<file path="src/rtl/ptx_pkg.sv">
package ptx_pkg;
  localparam int WORD_W = 9;
  localparam int BYTE_W = 8;
  localparam int SEL_W  = 2;
  localparam int MAX_WORDS = 3;

  // control-to-datapath strobes
  typedef struct packed {
    logic             load;     // capture request fields into frame words
    logic             csOn;     // drive select low
    logic             csOff;    // release select
    logic             fall;     // drive sclk low and present next bit
    logic             rise;     // drive sclk high
    logic             newWord;  // next bit comes from a fresh frame word
    logic [SEL_W-1:0] wordSel;  // which frame word to start
  } ptxStrobe_t;

  typedef enum logic [2:0] {
    S_IDLE,
    S_LEAD,
    S_LOW,
    S_HIGH,
    S_GAP
  } ptxState_t;
endpackage

</file>
<file path="src/rtl/ptx_ctrl.sv">
module ptx_ctrl
  import ptx_pkg::*;
#(
  parameter int CLK_DIV = 4
) (
  input  logic       clk,
  input  logic       rst_n,
  input  logic       reqValid,
  input  logic [1:0] reqLen,
  output logic       reqReady,
  output logic       busy,
  output logic       done,
  output ptxStrobe_t stb
);
  localparam int HALF  = CLK_DIV / 2;
  localparam int PH_W  = $clog2(CLK_DIV) + 1;
  localparam int BIT_W = $clog2(WORD_W);

  ptxState_t        state;
  logic [PH_W-1:0]  phase;
  logic [BIT_W-1:0] bitIdx;
  logic [SEL_W-1:0] wordIdx;
  logic [SEL_W-1:0] lastWord;
  logic             doneR;

  logic halfEnd, gapEnd, bitLast, wordLast;

  assign halfEnd  = (phase == PH_W'(HALF - 1));
  assign gapEnd   = (phase == PH_W'(CLK_DIV - 1));
  assign bitLast  = (bitIdx == BIT_W'(WORD_W - 1));
  assign wordLast = (wordIdx == lastWord);

  function automatic logic [SEL_W-1:0] lenToLast(input logic [1:0] len);
    case (len)
      2'd0:    return SEL_W'(0);
      2'd1:    return SEL_W'(1);
      default: return SEL_W'(MAX_WORDS - 1);
    endcase
  endfunction

  always_comb begin
    stb = '0;
    stb.wordSel = wordIdx;
    case (state)
      S_IDLE: begin
        if (reqValid) begin
          stb.load = 1'b1;
          stb.csOn = 1'b1;
        end
      end
      S_LEAD: begin
        if (halfEnd) begin
          stb.fall    = 1'b1;
          stb.newWord = 1'b1;
          stb.wordSel = '0;
        end
      end
      S_LOW: begin
        if (halfEnd) stb.rise = 1'b1;
      end
      S_HIGH: begin
        if (halfEnd) begin
          if (bitLast && wordLast) begin
            stb.csOff = 1'b1;
          end else if (bitLast) begin
            stb.fall    = 1'b1;
            stb.newWord = 1'b1;
            stb.wordSel = wordIdx + SEL_W'(1);
          end else begin
            stb.fall = 1'b1;
          end
        end
      end
      default: ;
    endcase
  end

  always_ff @(posedge clk or negedge rst_n) begin
    if (!rst_n) begin
      state    <= S_IDLE;
      phase    <= '0;
      bitIdx   <= '0;
      wordIdx  <= '0;
      lastWord <= '0;
      doneR    <= 1'b0;
    end else begin
      doneR <= 1'b0;
      case (state)
        S_IDLE: begin
          if (reqValid) begin
            state    <= S_LEAD;
            phase    <= '0;
            bitIdx   <= '0;
            wordIdx  <= '0;
            lastWord <= lenToLast(reqLen);
          end
        end
        S_LEAD: begin
          if (halfEnd) begin
            state <= S_LOW;
            phase <= '0;
          end else begin
            phase <= phase + PH_W'(1);
          end
        end
        S_LOW: begin
          if (halfEnd) begin
            state <= S_HIGH;
            phase <= '0;
          end else begin
            phase <= phase + PH_W'(1);
          end
        end
        S_HIGH: begin
          if (halfEnd) begin
            phase <= '0;
            if (bitLast) begin
              bitIdx <= '0;
              if (wordLast) begin
                state <= S_GAP;
              end else begin
                wordIdx <= wordIdx + SEL_W'(1);
                state   <= S_LOW;
              end
            end else begin
              bitIdx <= bitIdx + BIT_W'(1);
              state  <= S_LOW;
            end
          end else begin
            phase <= phase + PH_W'(1);
          end
        end
        S_GAP: begin
          if (gapEnd) begin
            state <= S_IDLE;
            phase <= '0;
            doneR <= 1'b1;
          end else begin
            phase <= phase + PH_W'(1);
          end
        end
        default: state <= S_IDLE;
      endcase
    end
  end

  assign reqReady = (state == S_IDLE);
  assign busy     = (state != S_IDLE);
  assign done     = doneR;
endmodule

</file>
<file path="src/rtl/ptx_datapath.sv">
module ptx_datapath
  import ptx_pkg::*;
(
  input  logic              clk,
  input  logic              rst_n,
  input  ptxStrobe_t        stb,
  input  logic [BYTE_W-1:0] reqCmd,
  input  logic [1:0]        reqLen,
  input  logic [15:0]       reqParam,
  output logic              sclk,
  output logic              mosi,
  output logic              csN
);
  logic [WORD_W-1:0] frameW [MAX_WORDS];
  logic [WORD_W-1:0] nextW  [MAX_WORDS];
  logic [WORD_W-1:0] shreg;
  logic [WORD_W-1:0] src;
  logic              sclkR, mosiR, csNR;

  // word images: flag bit on top, payload below
  always_comb begin
    nextW[0] = {1'b0, reqCmd};
    nextW[1] = {1'b1, (reqLen == 2'd1) ? reqParam[BYTE_W-1:0]
                                       : reqParam[2*BYTE_W-1:BYTE_W]};
    nextW[2] = {1'b1, reqParam[BYTE_W-1:0]};
  end

  for (genvar gi = 0; gi < MAX_WORDS; gi++) begin : g_word
    always_ff @(posedge clk or negedge rst_n) begin
      if (!rst_n)        frameW[gi] <= '0;
      else if (stb.load) frameW[gi] <= nextW[gi];
    end
  end

  always_comb begin
    if (stb.newWord) begin
      case (stb.wordSel)
        SEL_W'(0): src = frameW[0];
        SEL_W'(1): src = frameW[1];
        default:   src = frameW[2];
      endcase
    end else begin
      src = shreg;
    end
  end

  always_ff @(posedge clk or negedge rst_n) begin
    if (!rst_n) begin
      shreg <= '0;
      sclkR <= 1'b1;
      mosiR <= 1'b1;
      csNR  <= 1'b1;
    end else begin
      if (stb.csOn)  csNR <= 1'b0;
      if (stb.csOff) csNR <= 1'b1;
      if (stb.fall) begin
        sclkR <= 1'b0;
        mosiR <= src[WORD_W-1];
        shreg <= {src[WORD_W-2:0], 1'b0};
      end
      if (stb.rise) sclkR <= 1'b1;
    end
  end

  assign sclk = sclkR;
  assign mosi = mosiR;
  assign csN  = csNR;
endmodule

</file>
<file path="src/rtl/panel_cmd_tx.sv">
module panel_cmd_tx
  import ptx_pkg::*;
#(
  parameter int CLK_DIV = 4
) (
  input  logic        clk,
  input  logic        rst_n,
  input  logic        reqValid,
  output logic        reqReady,
  input  logic [7:0]  reqCmd,
  input  logic [1:0]  reqLen,
  input  logic [15:0] reqParam,
  output logic        busy,
  output logic        done,
  output logic        sclk,
  output logic        mosi,
  output logic        csN
);
  ptxStrobe_t stb;

  ptx_ctrl #(.CLK_DIV(CLK_DIV)) u_ctrl (
    .clk      (clk),
    .rst_n    (rst_n),
    .reqValid (reqValid),
    .reqLen   (reqLen),
    .reqReady (reqReady),
    .busy     (busy),
    .done     (done),
    .stb      (stb)
  );

  ptx_datapath u_dp (
    .clk      (clk),
    .rst_n    (rst_n),
    .stb      (stb),
    .reqCmd   (reqCmd),
    .reqLen   (reqLen),
    .reqParam (reqParam),
    .sclk     (sclk),
    .mosi     (mosi),
    .csN      (csN)
  );
endmodule

</file>
<file path="config.mk">
export PLATFORM = sky130hd
export DESIGN_NAME = panel_cmd_tx
export DESIGN_NICKNAME = d
export VERILOG_FILES = /design/src/rtl/ptx_pkg.sv /design/src/rtl/ptx_ctrl.sv /design/src/rtl/ptx_datapath.sv /design/src/rtl/panel_cmd_tx.sv
export SDC_FILE = /design/constraint.sdc
export NUM_CORES = 1
export LEC_CHECK = 0
export BUFFER_PORTS_ARGS = -buffer_cell sky130_fd_sc_hd__buf_2
export CAP_MARGIN = 20
export CORE_MARGIN = 2
export CORE_UTILIZATION = 45
export DETAILED_ROUTE_END_ITERATION = 8
export PLACE_DENSITY = 0.75
export SLEW_MARGIN = 25
export SYNTH_ARGS = -nofsm -noshare
export SYNTH_HDL_FRONTEND = slang
export SYNTH_HIERARCHICAL = 1
export SYNTH_SLANG_ARGS = --single-unit
</file>
<file path="constraint.sdc">
create_clock -name clk -period 2.3 [get_ports clk]
set_input_delay 0.69 -clock clk [delete_from_list [all_inputs] [get_ports clk]]
set_output_delay 0.69 -clock clk [all_outputs]
set_load 0.03 [all_outputs]
</file>
# Word-level counts from Yosys, hierarchy flattened
# Cells that the tools add are included.
# word_totals
reg_bits	52
input_bits	29
out_inout_bits	6
wordCells	93
# op_classes
add_sub_neg	3
n_eq_ne	17
n_mux	45
reduce_logical	15
# ops
operator	n
$mux 3	14
$pmux 9 s2	1
$pmux 3 s5	1
$mux 2	7
$mux 4	3
$mux 1	11
$ne 2x1->1 const B	5
$reduce_and 5->1	2
$eq 3x2->1 const B	3
$mux 9	1
$pmux 3 s3	1
$mux 8	1
$pmux 2 s2	2
$pmux 4 s2	1
$eq 3x1->1 const B	2
$pmux 3 s2	1
$reduce_bool 2->1	3
$reduce_bool 3->1	2
$add 4x1->4 const B	1
$eq 2x1->1 const B	2
$eq 4x4->1 const B	1
$logic_not 2->1	2
$ne 2x2->1 const B	2
$reduce_and 2->1	2
9 further kinds	9

# Longest topological paths before layout
# Gate-level depths: netlist of run 1.
# depth
depth_word	8
ltp_mapped	11
depth_no_buf	9

# Cells and area by module
# Netlist of run 1, hierarchy kept.
# by_module_without_submodules
mod	n_inst	cells_per_inst	area_per_inst_um2	seq_area_each_um2
ptx_datapath	1	137	1704.1	904.6
ptx_ctrl	1	112	994.7	375.4

# Worst setup path after synthesis of run 1
# No wires, ideal clock.
# synth_timing
kind	reg-to-reg
from	reg u_ctrl.state[1]
to	reg u_dp/frameW[0] (netlist name)
setup_time_ns	0.125
arrival_time_ns	2.111
required_time_ns	2.175
setup_slack_ns	0.064
stages_incl_launch_ff	8
path_buffers	3
period_less_slack_ns	2.236
path_cell_list	dfrtp_1 > or2_2 > nor2_1 > and2_1 > buf_4 > buf_6 > buf_6 > mux2_2
# synth_lines
item	line	text
start, declared	ptx_ctrl.sv:19	ptxState_t state;
start signal, assigned	ptx_ctrl.sv:80	state <= S_IDLE;
start signal, assigned	ptx_ctrl.sv:91	state <= S_LEAD;
start signal, assigned	ptx_ctrl.sv:100	state <= S_LOW;
end signal, assigned by index	ptx_datapath.sv:31	else if (stb.load) frameW[gi] <= nextW[gi];
end, declared	ptx_datapath.sv:14	logic [WORD_W-1:0] frameW [MAX_WORDS];

# Final worst setup path of run 1
# layout_timing
from	reg u_ctrl.state[1]
to	out busy
# layout_via
elab_chain_cells	1
# layout_rtl
item	line	text
$reduce_bool 3->1	ptx_ctrl.sv:148	assign busy = (state != S_IDLE);
end, declared	panel_cmd_tx.sv:13	output logic busy,
# Every way passes these cells.

==> results of run 1 <==
==> registers in the layout (all words and copies together), names as in the netlist <==
register	count
u_ctrl/bitIdx	4
u_ctrl/done	1
u_ctrl/lastWord	2
u_ctrl/phase	3
u_ctrl/state	3
u_ctrl/wordIdx	2
u_dp/csN	1
u_dp/frameW	25
u_dp/mosi	1
u_dp/sclk	1
u_dp/shreg	8
==> critical path: stages, from the launching register on <==
cell and delay [ns]:
dfrtp_1 0.40, buf_4 0.16, or2_4 0.28, nor2_4 0.10
inv_1 0.04, buf_2 0.16
==> power by group through the flow <==
stage	clock network [W]	registers, W	logic, W
after floorplan	0	0.00157	0.00119
after global placement	0	0.00162	0.00145
after detailed placement	0	0.00162	0.00151
after CTS	0.000556	0.00161	0.00153
after global routing	0.000591	0.00168	0.00178
final	0.000544	0.00162	0.00159
==> kinds of logic after synthesis <==
kind of cell             count (synthesis)
AO/OA/AOI/OAI                           63
buffers and inverters                   26
multiplexers                            27
AND/OR/NAND/NOR                         74
adder cells (fa/ha/maj)                  6
XOR/XNOR                                 2
flip-flops                              51
==> metal layers <==
layer  GRT usage, %  routed length, um
met4           6.44                 87
met5              0                  0
met3           4.29                287
met1           23.6               2400
met2           25.8               2440
==> worst min-delay path by stage <==
stage,from,endpoint,slack [ns],cells after the start
2_1_floorplan,rst_n,u_ctrl/bitIdx[0],0.39,0
3_3_place_gp,u_dp/shreg[1],u_dp/shreg[1],0.48,1
3_5_place_dp,u_dp/frameW[24],u_dp/frameW[24],0.48,1
4_1_cts,rst_n,u_ctrl/state[2],0.35,1
5_1_grt,rst_n,u_ctrl/state[1],0.36,1
6_report,rst_n,u_ctrl/state[2],0.33,1
==> stage by stage <==
step           TNS [ns]  std cells  cell area, um^2
2_1_floorplan         0        249             2700
3_3_place_gp          0        353             2940
3_5_place_dp          0        353             2940
4_1_cts               0        361             3040
5_1_grt         -0.0224        362             3090
6_report              0        362             3090
==> Yosys cell counts, drive strengths merged, types with 2 or more instances <==
| library cell | instances | area share, % |
|---|---|---|
| o2bb2ai | 8 | 2.6 |
| nand2b | 4 | 1.0 |
| xor2 | 2 | 0.65 |
| nor2b | 11 | 2.6 |
| nor3 | 4 | 0.74 |
| dfstp | 3 | 2.9 |
| a21oi | 14 | 2.6 |
| ha | 6 | 2.8 |
| nor4b | 2 | 0.65 |
| clkbuf | 3 | 0.56 |
| and2 | 2 | 0.46 |
| mux2 | 18 | 7.5 |
| inv | 9 | 1.3 |
| nor4 | 3 | 0.70 |
| o21ai | 11 | 2.0 |
| and3b | 2 | 0.70 |
| or2 | 2 | 0.46 |
| a211oi | 9 | 2.7 |
| a21o | 5 | 1.7 |
| a31oi | 2 | 0.46 |
| buf | 13 | 4.2 |
| dfrtp | 48 | 45 |
| mux2i | 9 | 3.3 |
| nand3 | 6 | 1.1 |
| nand2 | 7 | 0.97 |
| nor2 | 18 | 2.5 |
| nand3b | 9 | 2.5 |
| o211ai | 8 | 2.4 |
==> timing repair <==
action	4_1_cts	5_1_grt
setup buffers	0	1
pin swaps	0	0
cloned	0	0
endpoints found under the setup margin	2	9
gates resized for setup	1	11
==> layout make-up <==
class / count / area [um^2] / area share (%)
Clock inverter: 2 / 16.3 / 0.527
Tap cell: 75 / 93.8 / 3.04
Timing Repair Buffer: 46 / 289 / 9.36
Multi-Input combinational cell: 172 / 1290 / 41.7
Sequential cell: 51 / 1280 / 41.5
Clock buffer: 6 / 82.6 / 2.67
Inverter: 10 / 37.5 / 1.22
==> results_dict.tcl, run 1 <==
set metrics [dict create \
    antenna_found_initial 0 \
    overflow 0 \
    power.density_nw_per_um2 1210 \
    yosys.area_share.simple_pct 15.7 \
    synth_top_family_by_area "compound AO/OA/AOI/OAI gates" \
    start_util_pct 46.1 \
    async_reset_ff_share_pct 100 \
    cp_max_fo 7 \
    track_usage_pct 17.0 \
    clkLatencyLatePin_ns 0.31 \
    peakVddDrop_mv 0.481 \
    worst_hold_slack_ns 0.335 \
    ys_types 51 \
    finalSetupViolations 0 \
    synth-compound-area-share_pct 16.5 \
    clockBufferDepth 2 \
    drt_iter0_drc 135 \
    timing.final.hold_violations 0 \
    post-route-drc-count 0 \
    area_growth_pct 14.5 \
    ant_nets 0 \
    switchingPower_w 0.00144 \
    end_kind "output pin" \
    vias 1987 \
    preCtsSetupSlack_ns 0.190 \
    clk_pin_slew_worst_paths_ns 0.09 \
    drive_gt1_share_pct 31.7 \
    grt_pass1_vias 1904 \
    die_w_um 81.4 \
    wirelength_um 5220 \
    total_power_w 0.00375 \
    ff2ff_path_depth 10 \
    synth_edf_count 0 \
    seqPwrFrac_pct 43.1 \
    p_int_w 0.00231 \
    grt_pass1_wl_um 8750 \
    port_buffers 34 \
    avgSynthCellArea_um2 10.8 \
    gp_congestion 0.880 \
    crit_arrival_ns 1.45 \
    finalCritPeriodShare_pct 92.9 \
    crit_type "reg2out" \
    startpoint "u_ctrl/state[1]" \
    first_pass_iters 4 \
    rows 28 \
    syn_nets 284 \
    syn_area_um2 2700 \
    dp_hpwl_um 3640 \
    fmax_ghz 0.468 \
    layout.nets 321 \
    die_h_um 81.4 \
    synth-adder-area-share_pct 2.78 \
    maxCapViolCount 0 \
    final_cell_mix "dfrtp_1 (47), buf_2 (34), nor2_1 (17), mux2_2 (17), a21oi_1 (14)" \
    routed_via_density 5.49 \
    clkPwrFrac_pct 14.5 \
    fin_crit_ns 2.14 \
    cts_buffers 5 \
    worstPathRequired_ns 1.61 \
    dieArea_um2 6630 \
    yosys_warnings 6 \
    p_sw_share_pct 38.4 \
    yosys_most_used_dff "dfrtp_1" \
    run_status "completed" \
    startpoint_type "flip-flop" \
    grt_max_degree 37 \
    h-tree-depth 2 \
    core-area_um2 5850 \
    tightest_slew_ns 0.484 \
    routedWlPerCell_um 14.4 \
    synthMuxAreaShare_pct 10.8 \
    fin_util_pct 52.8 \
    skew_ns 0.00749 \
    final_common_cell "dfrtp_1" \
    antenna_cells 0 \
    ioPinCount 35 \
    drv_slew 0 \
    worst_slack_ns 0.163 \
    max_slew_margin_pct 67.7 \
    clock-sinks 51 \
    synth_xor_area_share_pct 0.649 \
    worstReg2RegStart "u_ctrl/bitIdx[0]" \
    r2r_end "u_dp/shreg[1]" \
    reg2reg_setup_slack_ns 0.18 \
    holdBufCountCts 0 \
    syn_inst 249 \
    synth_seq_area_share_pct 47.4 \
    p_leak_nw 1.34 \
    ys_seq_elements 51 \
    pwr-share-comb_pct 42.4 \
    cts_tree "done" \
    hold_class "in2async" \
    root_buffer "clkbuf_8" \
    cp-endpoint "busy" \
    fillerInstances 504 \
]
No activity file was read; power rests on OpenSTA's default activity.
==> inputs of run 2 (changes only) <==
--- a/config.mk
+++ b/config.mk
@@ -10,7 +10,9 @@
 export CORE_MARGIN = 2
 export CORE_UTILIZATION = 45
 export DETAILED_ROUTE_END_ITERATION = 8
+export MAX_ROUTING_LAYER = met4
 export PLACE_DENSITY = 0.75
+export REMOVE_ABC_BUFFERS = 1
 export SLEW_MARGIN = 25
 export SYNTH_ARGS = -nofsm -noshare
 export SYNTH_HDL_FRONTEND = slang
==> constraint.sdc (replaced) <==
create_clock -name clk -period 1.9 [get_ports clk]
set_input_delay 0.57 -clock clk [delete_from_list [all_inputs] [get_ports clk]]
set_output_delay 0.57 -clock clk [all_outputs]
set_load 0.03 [all_outputs]
==> results_dict.tcl, run 2 (synthesis gave the netlist of run 1 again) <==
set metrics [dict create \
    max_slew_margin_pct 73.7 \
    worstReg2RegStart "u_ctrl/bitIdx[0]" \
    clockBufferDepth 2 \
    die_w_um 81.4 \
    fillerInstances 469 \
    finalCritPeriodShare_pct 105 \
    clock-sinks 51 \
    start_util_pct 46.1 \
    grt_max_degree 40 \
    grtUsageMet1_pct 26.3 \
    clk_pin_slew_worst_paths_ns 0.09 \
    fin_crit_ns 1.99 \
    peakVddDrop_mv 0.541 \
    rows 28 \
    grt.busiest_layer "met2" \
    fmax_ghz 0.504 \
    area_growth_pct 25.6 \
    ant_nets 0 \
    end_kind "flip-flop" \
    die_h_um 81.4 \
    worstPathRequired_ns 2.08 \
    largest_reg_flops 25 \
    multi_input_area_um2 1390 \
    cts_tree "done" \
    top_register "u_dp/frameW" \
    final_common_cell "dfrtp_1" \
    startpoint_type "flip-flop" \
    wirelength_um 5790 \
    antenna_found_initial 0 \
    crit_type "reg2reg" \
    top_regs "u_dp/frameW: 25 flops, u_dp/shreg: 8 flops, u_ctrl/bitIdx: 4 flops" \
    dp_cells 367 \
    routed_via_density 5.53 \
    ioPinCount 35 \
    worst_slack_ns -0.0859 \
    dieArea_um2 6630 \
    holdBufCountCts 0 \
    antenna_cells 0 \
    r2r_end "u_dp/shreg[8]" \
    ff2ff_path_depth 11 \
    track_usage_pct 19.1 \
    root_buffer "clkbuf_8" \
    core-area_um2 5850 \
    use_met2_pct 29.2 \
    vias 2130 \
    globalRouteMet3Util_pct 2.75 \
    reg2reg_setup_slack_ns -0.09 \
    violations "negative setup slack" \
    finalSetupViolations 8 \
    crit_arrival_ns 2.17 \
    grt_pass1_vias 1976 \
    drv_slew 0 \
    drive_gt1_share_pct 42.9 \
    finalNonFillerCells 385 \
    cp_max_fo 6 \
    total_power_w 0.00515 \
    final_cell_mix "dfrtp_1 (46), buf_2 (33), buf_4 (29), mux2_2 (17), nor2_1 (16)" \
    cts_buffers 5 \
    routedWlPerCell_um 15.0 \
    tns_ns -0.419 \
    timing.final.hold_violations 0 \
    rsz0062_at_grt "true" \
    maxCapViolCount 0 \
    seqCellArea_um2 1280 \
    power.density_nw_per_um2 1520 \
    clkLatencyLatePin_ns 0.30 \
    run_status "finished with violations" \
    dp_hpwl_um 3770 \
    drt_iter0_drc 132 \
    skew_ns 0.00456 \
    p_leak_nw 1.49 \
    grt_pass1_wl_um 9490 \
    tightest_slew_ns 0.389 \
    first_pass_iters 4 \
    port_buffers 34 \
    startpoint "u_ctrl/bitIdx[0]" \
    hold_class "in2async" \
    overflow 0 \
    layout.nets 344 \
    post-route-drc-count 0 \
    worst_hold_slack_ns 0.147 \
    h-tree-depth 2 \
    gp_congestion 0.860 \
]
==> run 2: cell types whose count changed in the layout (fill, tap and decap cells not counted), moves of 3 or more <==
cell	previous run	this run
a211oi_1	5	2
a211oi_2	4	7
buf_4	9	29
buf_6	1	4
==> run 2: metal layers <==
| layer | share of wire (%) | routed length (um) |
|---|---|---|
| met3 | 5.5 | 317 |
| met4 | 1.2 | 70 |
| met1 | 46 | 2650 |
| met5 | 0 | 0 |
| met2 | 47 | 2740 |
==> run 2: repair_timing <==
item	in CTS	in global routing
pin swaps	7	10
resized for setup	25	18
cloned	2	0
buffers inserted	6	3
setup endpoints to repair	10	12
==> run 2: area by class of cell <==
type | count | area share [%]
flip-flops and latches | 51 | 37.8
repair buffers | 69 | 14.4
clock inverters | 2 | 0.480
clock buffers | 6 | 2.44
well taps | 75 | 2.77
inverters | 10 | 1.11
multi-input cells | 172 | 41.0
==> run 2: through the flow <==
step | instance area [um^2] | utilization, % | setup WS [ns]
2_1_floorplan | 2570 | - | -0.878
3_3_place_gp | 3060 | 52.3 | -0.0782
3_5_place_dp | 3060 | 52.3 | -0.111
4_1_cts | 3290 | 56.2 | -0.00824
5_1_grt | 3390 | 57.9 | -0.184
6_report | 3390 | 57.9 | -0.0859
==> run 2: where the power goes <==
group	internal [W]	switching [W]	leakage (nW)	total, W
clock	0.000298	0.000359	0.0474	0.000656
combinational	0.00127	0.00128	0.814	0.00255
sequential	0.00160	0.000340	0.626	0.00194
total	0.00317	0.00198	1.49	0.00515
==> run 2: worst max path at each step <==
stage,end,cells after the start
after global placement,u_dp/shreg[6],10
final,u_dp/shreg[8],11
after floorplan,u_dp/shreg[2],8
after global routing,u_dp/shreg[8],9
after detailed placement,u_dp/shreg[4],8
after CTS,u_dp/shreg[8],10
==> run 2: critical path: stages (launching register included) <==
cell and delay [ns]:
dfrtp_1 0.35, inv_1 0.05, ha_2 0.17, and3b_2 0.20, buf_4 0.14, o21ai_2 0.10, o21ai_2 0.11, a21boi_4 0.21
buf_6 0.16, nor2b_1 0.06, a211oi_2 0.21, o2bb2ai_1 0.11
==> inputs of run 3 (changes only) <==
--- a/config.mk
+++ b/config.mk
@@ -10,8 +10,9 @@
 export CORE_MARGIN = 2
 export CORE_UTILIZATION = 45
 export DETAILED_ROUTE_END_ITERATION = 8
+export HOLD_SLACK_MARGIN = 0.06
 export MAX_ROUTING_LAYER = met4
-export PLACE_DENSITY = 0.75
+export PLACE_DENSITY = 0.73
 export REMOVE_ABC_BUFFERS = 1
 export SLEW_MARGIN = 25
 export SYNTH_ARGS = -nofsm -noshare
==> constraint.sdc (replaced) <==
create_clock -name clk -period 2.2 [get_ports clk]
set_input_delay 0.66 -clock clk [delete_from_list [all_inputs] [get_ports clk]]
set_output_delay 0.66 -clock clk [all_outputs]
set_load 0.03 [all_outputs]
==> results_dict.tcl, run 3 (synthesis gave the netlist of run 1 again) <==
set metrics [dict create \
    finalSetupViolations 0 \
    crit_path_cell_trace "inv_1 -> ha_1 -> and3b_2 -> o21a_1 -> nand3_2 -> mux2i_1 -> nand2b_2 -> a211oi_1 -> o2bb2ai_1" \
    drt_iter0_drc 127 \
    drive_gt1_share_pct 33.2 \
    rows 28 \
    die_h_um 81.4 \
    first_pass_iters 4 \
    h-tree-depth 2 \
    routed_via_density 5.33 \
    timing.final.hold_violations 0 \
    overflow 0 \
    post-route-drc-count 0 \
    ant_nets 0 \
    tns_ns 0 \
    wirelength_um 5180 \
    final_common_cell "dfrtp_1" \
    end_kind "flip-flop" \
    cts_tree "done" \
    rsz0062_at_grt "true" \
    clockBufferDepth 2 \
    startpoint_type "flip-flop" \
    peakVddDrop_mv 0.688 \
    ff2ff_path_depth 9 \
    crit_type "reg2reg" \
    finalCritPeriodShare_pct 95.8 \
    p_leak_nw 1.37 \
    skew_ns 0.00422 \
    clkLatencyLatePin_ns 0.31 \
    die_w_um 81.4 \
    dieArea_um2 6630 \
    fin_util_pct 53.8 \
    maxCapViolCount 0 \
    dp_hpwl_um 3610 \
    largest_reg_flops 25 \
    routedWlPerCell_um 14.2 \
    root_buffer "clkbuf_8" \
    clk_pin_slew_worst_paths_ns 0.09 \
    port_buffers 34 \
    hold_class "in2async" \
    power.density_nw_per_um2 1320 \
    grt_max_degree 52 \
    grt_pass1_wl_um 8920 \
    area_growth_pct 16.6 \
    crit_arrival_ns 2.30 \
    holdBufCountCts 0 \
    top_register "u_dp/frameW" \
    cp_max_fo 7 \
    fin_crit_ns 2.11 \
    worstPathRequired_ns 2.40 \
    grt_pass1_vias 1917 \
    tightest_slew_ns 0.391 \
    crit_path_top_delay_cell "dfrtp_1" \
    layout.nets 323 \
    start_util_pct 46.1 \
    fmax_ghz 0.475 \
    dpl_cell_area_um2 2970 \
    track_usage_pct 17.9 \
    antenna_found_initial 0 \
    final_cell_mix "dfrtp_1 (46), buf_2 (34), nor2_1 (17), mux2_2 (17), a21oi_1 (14)" \
    core-area_um2 5850 \
    antenna_cells 0 \
    clock-sinks 51 \
    drv_slew 0 \
    ioPinCount 35 \
    gp_congestion 0.862 \
    run_status "completed" \
    max_stage_delay_ns 0.43 \
    total_power_w 0.00416 \
    top_regs "u_dp/frameW: 25 flops, u_dp/shreg: 8 flops, u_ctrl/bitIdx: 4 flops" \
    final_cell_area_um2 3150 \
    max_slew_margin_pct 73.7 \
    vias 1940 \
    cts_buffers 5 \
]
## run 3: final timing paths
check / start / to / slack [ns]
max: u_ctrl/bitIdx[0] / u_dp/shreg[8] / 0.09
min: rst_n / u_ctrl/bitIdx[1] / 0.32
max reg2reg: u_ctrl/bitIdx[0] / u_dp/shreg[8] / 0.09
min reg2reg: u_dp/frameW[24] / u_dp/frameW[24] / 0.49
max in group asynchronous: rst_n / u_dp/mosi / 1.60
min in group clk: u_dp/frameW[24] / u_dp/frameW[24] / 0.49
## run 3: through the flow
stage / setup WS [ns] / instances / hold slack (ns)
after floorplan: -0.578 / 233 / 0.364
after global placement: 0.213 / 355 / 0.472
after detailed placement: 0.0983 / 355 / 0.472
after CTS: 0.000489 / 363 / 0.333
after global routing: -0.0577 / 364 / 0.342
final: 0.0934 / 364 / 0.319
## run 3: worst max-delay path, delay by kind of cell (launching register included)
family,cells,cell delay (ns)
compound gates,3,0.53
fa+ha+maj,1,0.16
buf+inv,1,0.08
flops,1,0.43
mux,1,0.15
simple gates,3,0.64
## run 3: repair_timing
item / CTS / global route
pin swaps: 0 / 1
endpoints found under the hold margin: 0 / 0
cloned: 0 / 0
setup buffers: 0 / 1
gates resized for setup: 1 / 10
endpoints found under the setup margin: 2 / 10
## run 3: power by group
group          internal (W)  total (W)  switching, W
logic              0.000811    0.00173      0.000914
clock network      0.000453   0.000762      0.000309
registers           0.00138    0.00167      0.000285
total               0.00265    0.00416       0.00151
## run 3: routing by layer
| layer | vias up | global-route usage [%] | wire (um) |
|---|---|---|---|
| li1 | 981 | - | - |
| met1 | 921 | 23.7 | 2440 |
| met2 | 32 | 28.3 | 2460 |
| met3 | 6 | 3.96 | 216 |
| met4 | 0 | 4.58 | 66 |
| met5 | - | - | 0 |
## run 3: area by class of cell
| cell class | count | area [um^2] |
|---|---|---|
| clock buffers | 5 | 68.8 |
| inverters | 10 | 37.5 |
| fillers | 486 | 2700 |
| flip-flops and latches | 51 | 1280 |
| well taps | 75 | 93.8 |
| repair buffers | 48 | 313 |
| clock inverters | 3 | 67.6 |
| multi-input cells | 172 | 1280 |
